==> src/rtl/itc_pkg.sv <==
`timescale 1ns/1ps
package itc_pkg;
    parameter int BYTE_W = 8;
    parameter int CNT_W  = 2 * BYTE_W;

    typedef enum logic [2:0] {
        MODE_TC     = 3'd0,
        MODE_RATE   = 3'd2,
        MODE_STROBE = 3'd4
    } mode_e;

    typedef struct packed {
        mode_e              mode;
        logic               armed;
        logic               fired;
        logic               out;
        logic               hi_next;
        logic [BYTE_W-1:0]  lo_stage;
        logic [CNT_W-1:0]   reload;
        logic [CNT_W-1:0]   count;
    } core_st_t;

    typedef struct packed {
        logic               latched;
        logic               rd_hi;
        logic [CNT_W-1:0]   snap;
    } rb_st_t;
endpackage

==> src/rtl/itc_bus_decode.sv <==
`timescale 1ns/1ps
module itc_bus_decode
    import itc_pkg::*;
#(
    parameter int ADDR_W   = 2,
    parameter int DATA_OFS = 0,
    parameter int CTRL_OFS = 3
) (
    input  logic              wr_en,
    input  logic              rd_en,
    input  logic [ADDR_W-1:0] addr,
    input  logic [BYTE_W-1:0] wdata,
    output logic              mode_wr,
    output mode_e             mode_sel,
    output logic              latch_cmd,
    output logic              data_wr,
    output logic              data_rd
);
    localparam logic [ADDR_W-1:0] A_DATA = ADDR_W'(DATA_OFS);
    localparam logic [ADDR_W-1:0] A_CTRL = ADDR_W'(CTRL_OFS);

    logic ctrl_hit;
    logic chan_ok;
    logic mode_ok;

    always_comb begin
        ctrl_hit = wr_en && (addr == A_CTRL);
        chan_ok  = (wdata[7:6] == 2'b00);
        mode_ok  = 1'b1;
        mode_sel = MODE_TC;
        case (wdata[3:1])
            3'b000:  mode_sel = MODE_TC;
            3'b010:  mode_sel = MODE_RATE;
            3'b100:  mode_sel = MODE_STROBE;
            default: mode_ok  = 1'b0;
        endcase
        latch_cmd = ctrl_hit && chan_ok && (wdata[5:4] == 2'b00);
        mode_wr   = ctrl_hit && chan_ok && (wdata[5:4] == 2'b11) && mode_ok;
        data_wr   = wr_en && (addr == A_DATA);
        data_rd   = rd_en && (addr == A_DATA);
    end
endmodule

==> src/rtl/itc_count_core.sv <==
`timescale 1ns/1ps
module itc_count_core
    import itc_pkg::*;
(
    input  logic              clk,
    input  logic              rst_n,
    input  logic              mode_wr,
    input  mode_e             mode_sel,
    input  logic              data_wr,
    input  logic [BYTE_W-1:0] wdata,
    output logic [CNT_W-1:0]  count_o,
    output logic              out_o
);
    localparam logic [CNT_W-1:0] ONE = CNT_W'(1);

    core_st_t st_q, st_d;

    always_comb begin
        st_d = st_q;
        if (st_q.armed) begin
            unique case (st_q.mode)
                MODE_RATE: begin
                    st_d.count = (st_q.count == ONE) ? st_q.reload : st_q.count - ONE;
                    st_d.out   = (st_d.count != ONE);
                end
                MODE_TC: begin
                    st_d.count = st_q.count - ONE;
                    if (st_q.count == ONE) st_d.out = 1'b1;
                end
                MODE_STROBE: begin
                    st_d.count = st_q.count - ONE;
                    st_d.out   = 1'b1;
                    if (st_q.count == ONE && !st_q.fired) begin
                        st_d.out   = 1'b0;
                        st_d.fired = 1'b1;
                    end
                end
                default: ;
            endcase
        end
        if (mode_wr) begin
            st_d.mode    = mode_sel;
            st_d.armed   = 1'b0;
            st_d.fired   = 1'b0;
            st_d.hi_next = 1'b0;
            st_d.count   = st_q.count;
            st_d.out     = (mode_sel != MODE_TC);
        end else if (data_wr) begin
            if (!st_q.hi_next) begin
                st_d.lo_stage = wdata;
                st_d.hi_next  = 1'b1;
            end else begin
                st_d.hi_next = 1'b0;
                st_d.reload  = {wdata, st_q.lo_stage};
                if (!(st_q.mode == MODE_RATE && st_q.armed)) begin
                    st_d.count = {wdata, st_q.lo_stage};
                    st_d.armed = 1'b1;
                    st_d.fired = 1'b0;
                    st_d.out   = (st_q.mode != MODE_TC);
                end
            end
        end
    end

    always_ff @(posedge clk) begin
        if (!rst_n) begin
            st_q          <= '0;
            st_q.mode     <= MODE_TC;
            st_q.out      <= 1'b1;
        end else begin
            st_q <= st_d;
        end
    end

    assign count_o = st_q.count;
    assign out_o   = st_q.out;

    p_hold_on_ctrl_r4: assert property (@(posedge clk) disable iff (!rst_n)
        mode_wr |=> (st_q.count == $past(st_q.count) && !st_q.armed));

    p_tc_sticky_r5: assert property (@(posedge clk) disable iff (!rst_n)
        (st_q.mode == MODE_TC && st_q.out && !mode_wr && !data_wr) |=> st_q.out);

    p_rate_reload_r6: assert property (@(posedge clk) disable iff (!rst_n)
        (st_q.armed && st_q.mode == MODE_RATE && st_q.count == ONE && !mode_wr)
        |=> (st_q.count == $past(st_q.reload)));

    p_strobe_one_clk_r8: assert property (@(posedge clk) disable iff (!rst_n)
        (st_q.mode == MODE_STROBE && !st_q.out && !mode_wr) |=> st_q.out);
endmodule

==> src/rtl/itc_readback.sv <==
`timescale 1ns/1ps
module itc_readback
    import itc_pkg::*;
(
    input  logic              clk,
    input  logic              rst_n,
    input  logic              mode_wr,
    input  logic              latch_cmd,
    input  logic              data_rd,
    input  logic [CNT_W-1:0]  live_cnt,
    output logic [BYTE_W-1:0] rd_byte
);
    rb_st_t rb_q, rb_d;
    logic [CNT_W-1:0] src;

    always_comb begin
        rb_d = rb_q;
        if (mode_wr) begin
            rb_d.latched = 1'b0;
            rb_d.rd_hi   = 1'b0;
        end else if (latch_cmd && !rb_q.latched) begin
            rb_d.latched = 1'b1;
            rb_d.rd_hi   = 1'b0;
            rb_d.snap    = live_cnt;
        end else if (data_rd) begin
            rb_d.rd_hi = !rb_q.rd_hi;
            if (rb_q.rd_hi) rb_d.latched = 1'b0;
        end
        src     = rb_q.latched ? rb_q.snap : live_cnt;
        rd_byte = rb_q.rd_hi ? src[CNT_W-1:BYTE_W] : src[BYTE_W-1:0];
    end

    always_ff @(posedge clk) begin
        if (!rst_n) rb_q <= '0;
        else        rb_q <= rb_d;
    end

    p_second_latch_ignored_r11: assert property (@(posedge clk) disable iff (!rst_n)
        (rb_q.latched && latch_cmd) |=> (rb_q.latched && rb_q.snap == $past(rb_q.snap)));

    p_latch_release_r10: assert property (@(posedge clk) disable iff (!rst_n)
        (rb_q.latched && rb_q.rd_hi && data_rd && !mode_wr) |=> !rb_q.latched);
endmodule

==> src/rtl/interval_timer_chan.sv <==
`timescale 1ns/1ps
module interval_timer_chan
    import itc_pkg::*;
#(
    parameter int ADDR_W   = 2,
    parameter int DATA_OFS = 0,
    parameter int CTRL_OFS = 3
) (
    input  logic              clk,
    input  logic              rst_n,
    input  logic              wr_en,
    input  logic              rd_en,
    input  logic [ADDR_W-1:0] addr,
    input  logic [BYTE_W-1:0] wdata,
    output logic [BYTE_W-1:0] rdata,
    output logic              irq_out
);
    logic             mode_wr, latch_cmd, data_wr, data_rd;
    mode_e            mode_sel;
    logic [CNT_W-1:0] cnt;
    logic [BYTE_W-1:0] rb_byte;

    itc_bus_decode #(
        .ADDR_W(ADDR_W), .DATA_OFS(DATA_OFS), .CTRL_OFS(CTRL_OFS)
    ) u_dec (
        .wr_en(wr_en), .rd_en(rd_en), .addr(addr), .wdata(wdata),
        .mode_wr(mode_wr), .mode_sel(mode_sel), .latch_cmd(latch_cmd),
        .data_wr(data_wr), .data_rd(data_rd)
    );

    itc_count_core u_core (
        .clk(clk), .rst_n(rst_n), .mode_wr(mode_wr), .mode_sel(mode_sel),
        .data_wr(data_wr), .wdata(wdata), .count_o(cnt), .out_o(irq_out)
    );

    itc_readback u_rb (
        .clk(clk), .rst_n(rst_n), .mode_wr(mode_wr), .latch_cmd(latch_cmd),
        .data_rd(data_rd), .live_cnt(cnt), .rd_byte(rb_byte)
    );

    assign rdata = data_rd ? rb_byte : '0;
endmodule

==> config.mk <==
export PLATFORM = sky130hd
export DESIGN_NAME = interval_timer_chan
export DESIGN_NICKNAME = d
export VERILOG_FILES = /design/src/rtl/itc_pkg.sv /design/src/rtl/itc_bus_decode.sv /design/src/rtl/itc_count_core.sv /design/src/rtl/itc_readback.sv /design/src/rtl/interval_timer_chan.sv
export SDC_FILE = /design/constraint.sdc
export NUM_CORES = 1
export LEC_CHECK = 0
export BUFFER_PORTS_ARGS = -buffer_cell sky130_fd_sc_hd__buf_2
export CAP_MARGIN = 20
export CELL_PAD_IN_SITES_DETAIL_PLACEMENT = 1
export CELL_PAD_IN_SITES_GLOBAL_PLACEMENT = 1
export CORE_UTILIZATION = 41
export CTS_BUF_LIST = sky130_fd_sc_hd__clkbuf_2
export DETAILED_ROUTE_END_ITERATION = 10
export PLACE_DENSITY_LB_ADDON = 0.2
export REMOVE_ABC_BUFFERS = 1
export SLEW_MARGIN = 20
export SYNTH_ARGS = -nofsm -noshare
export SYNTH_HDL_FRONTEND = slang
export SYNTH_SLANG_ARGS = --single-unit
==> constraint.sdc <==
create_clock -name clk -period 2.2 [get_ports clk]
set_input_delay 0.11 -clock clk [delete_from_list [all_inputs] [get_ports clk]]
set_output_delay 0.11 -clock clk [all_outputs]
set_load 0.01 [all_outputs]
==> results.md <==
* Relative slew slack at 0.580
* Status: finished, violations left
* Top-count cell post-synth: nand2_1
* Largest vdd supply drop at 0.000250 V
* Total die area at 0.00964 sq mm
* Final ANT Viol Nets at 0
* CP peak stage delay at 550 ps
* Placed cell area at 0.00429 sq mm
* Initial cell density of the core at 0.428
* Max-Cap Viols at 0
* Worst-case reg-to-reg path depth at 7
* Largest net degree at the start of global routing at 50
* CTS tree: yes
* PnR worst setup slack at -18.6 ps
* GRT overflow at 0
* Hold Vio Cnt, Final at 0
* Synth top area cells: dfxtp_1 (34%), nand2_1 (10%), a21oi_1 (9.1%)
* DRC marker count from the first detailed-route iteration at 308
* CTS root buf: clkbuf_2
* Required time worst endpoint at 2640 ps
* Mapped Area at 0.00379 sq mm
* Fmax achieved at 451 MHz
* Yosys reg bits at 64
* Core ar. at 0.00885 sq mm
* Gr busiest metal: met2
* Failing checks: negative setup slack
* Crit path cell chain: or4_4 -> buf_6 -> o41ai_2 -> and3_1 -> a21oi_1 -> nor4_2 -> a21oi_1
* Final Routed Wirelength at 15.6 mm
* Total chip power at 0.00252 W
* Worst R2R End: u_core.out_o$_SDFF_PN1_
* Cts bufs inserted at 9
* Fin util at 0.545
* Clock Sink Count at 64
* Crit end category: flop
* Static Leak at 1.85 nW
* Dpl hpwl at 10.8 mm
* Gate Count Post-Synth at 505
* TritonRoute pass-1 iters at 8
* Distinct cells, synth at 64
* Area Overhead vs Synth at 27.3%
* Register area share after synthesis at 0.338
* Syn. warnings at 0
* Yosys top cell area share at 0.338
* Post-synth top cells: nand2_1 (106), a21oi_1 (69), dfxtp_1 (64), clkbuf_1 (33), nor2_1 (33)
* Global Route met1 Usage at 0.418
* Clock Skew at 35.5 ps
* Worst hold-check path type: in -> reg
* Met3 usage at 0.0451
* Met2 Usage GRT at 0.522
* Cell taking the most area after synthesis: dfxtp_1
* Final period utilization at 1.01
* Worst Min Path Start: addr[1]
* EDFF count, synth at 0
* Vias in the first global route at 4327
* Site row count at 34
* Crit path max fanout at 7
* Residual DRC at 0
* CP Launch Type: flop
* Top FF cell, synth: dfxtp_1
* Hold Path Stages at 5
* # diodes at 0
* Final Cell Area at 0.00483 sq mm
* Worst hold path endpoint: u_core.st_q[29]$_SDFFE_PN0P_
* Net count, final at 587
* DIE WIDTH at 98.2 um
* Share of cells above drive strength 1 at 0.257
* GPL Wtd Cong at 0.972
* I/O pin total at 23
* Slowest stage cell, crit path: or4_4
* First-pass GRT wire length at 23.5 mm
* Port Buffer Count at 22
* H-tree Lvls at 3
* Power per cell area at 522 mW/mm^2
* Vias per cell at 6.36
* WL/cell at 22.8 um
* Longest Clk Path Bufs at 2
* Final setup fails at 1
* Vias after detailed routing at 4352
* Skew-Pair Late Insertion Delay at 540 ps
* Measured slew at the worst slew-check pin at 628 ps
* Min cycle time layout at 2220 ps
* Die Span Y at 98.2 um
* CP most frequent cell: a21oi_1
* Unrepaired setup endpoints after global routing: yes
* Post-synth ARST share at 0
* All-Layer GR Usage at 0.318
* R2R Path Start: u_core.count_o[2]$_SDFFE_PN0N_
* CP Data Arrival Time at 2660 ps
* Crit Path Category: reg -> reg
* Clock slew at reported path FFs at 220 ps
* Final slew viol count at 0
* Antenna violations before repair at 0
* R2R setup slack at -20 ps
* Mean Syn Cell Area at 7.51 sq um
-- cell type report --
type                    count  area (sq um)
clock buffers               9          45.0
clock inverters             7          96.3
fillers                  1090          4020
inverters                   6          25.0
multi-input cells         390          2490
flip-flops and latches     64          1290
well taps                 108           135
repair buffers            100           742
-- critical path: cells and delay by family (launching register included) --
family / cells / cell delay [ps]
buf+inv: 1 / 160
simple gates: 3 / 1070
flops: 1 / 490
compound gates: 3 / 390
-- per-layer routing --
metal	routed length, um	vias up
met5	0	-
met4	643	0
met3	873	51
met2	7490	177
met1	6600	2162
li1	-	1962
-- registers in the layout, summed over array words and instances, names as in the netlist --
signal,cells
u_core.st_q,29
u_rb.rb_q,18
u_core.count_o,16
u_core.out_o,1
-- metrics by stage --
stage | hold slack, ps | setup slack [ps] | TNS (ps) | std cells
floorplan | 243 | -1290 | -19850 | 460
global placement | 388 | -24.9 | -24.9 | 648
detailed placement | 402 | -92.2 | -124 | 648
CTS | 127 | -0.944 | -0.944 | 679
global route | 134 | -81.2 | -252 | 684
finish | 156 | -18.6 | -18.6 | 684
-- cells by family after synthesis --
group,count (synthesis),synth area share
simple gates,222,0.285
compound gates,150,0.244
flops,64,0.338
buf+inv,51,0.0581
mux,10,0.0538
xor+xnor,6,0.0139
fa+ha+maj,2,0.00660
-- timing repair --
action	CTS	global route
gates cloned	0	0
gates resized for setup	19	33
hold buffers	11	0
endpoints found under the setup margin	13	16
pin swaps	7	20
buffers inserted	4	5
hold endpoints to repair	28	0
-- cells in the final DEF (no fill, tap or decap), types with 5 or more instances in the layout --
cell / synthesis / layout
nor3_1: 12 / 10
or3_1: 7 / 6
nand4_1: 6 / 6
o211ai_1: 7 / 7
o21ai_0: 24 / 19
buf_6: 3 / 5
dlygate4sd3_1: 0 / 11
buf_2: 5 / 22
and3_1: 9 / 9
a31oi_1: 5 / 5
a21oi_1: 69 / 69
nor2_1: 33 / 33
nand2_1: 106 / 106
buf_4: 0 / 62
dfxtp_1: 64 / 60
nand3_1: 17 / 17
mux4_2: 7 / 7
o21ai_1: 0 / 5
clkbuf_2: 0 / 9
a22oi_1: 6 / 6
-- where the power goes --
| group | internal [W] | switching [W] | total (W) | leakage, nW |
|---|---|---|---|---|
| Combinational | 0.000192 | 0.000257 | 0.000449 | 1.26 |
| Sequential | 0.00118 | 0.0000230 | 0.00120 | 0.519 |
| Clock | 0.000374 | 0.000498 | 0.000872 | 0.0757 |
-- worst max-delay path by stage --
stage                              startpoint                              end  slack, ps  cells past startpoint
2_1_floorplan    u_core.st_q[40]$_SDFFE_PP0P_   u_core.count_o[9]$_SDFFE_PN0N_      -1290                      5
3_3_place_gp   u_core.count_o[0]$_SDFFE_PN0N_  u_core.count_o[11]$_SDFFE_PN0N_        -20                      7
3_5_place_dp   u_core.count_o[0]$_SDFFE_PN0N_  u_core.count_o[11]$_SDFFE_PN0N_        -90                      7
4_1_cts        u_core.count_o[0]$_SDFFE_PN0N_          u_core.out_o$_SDFF_PN1_       -0.9                      8
5_1_grt        u_core.count_o[2]$_SDFFE_PN0N_          u_core.out_o$_SDFF_PN1_        -80                      8
6_report       u_core.count_o[2]$_SDFFE_PN0N_          u_core.out_o$_SDFF_PN1_        -20                      7
Note: power is estimated with default switching activity, not from simulation.
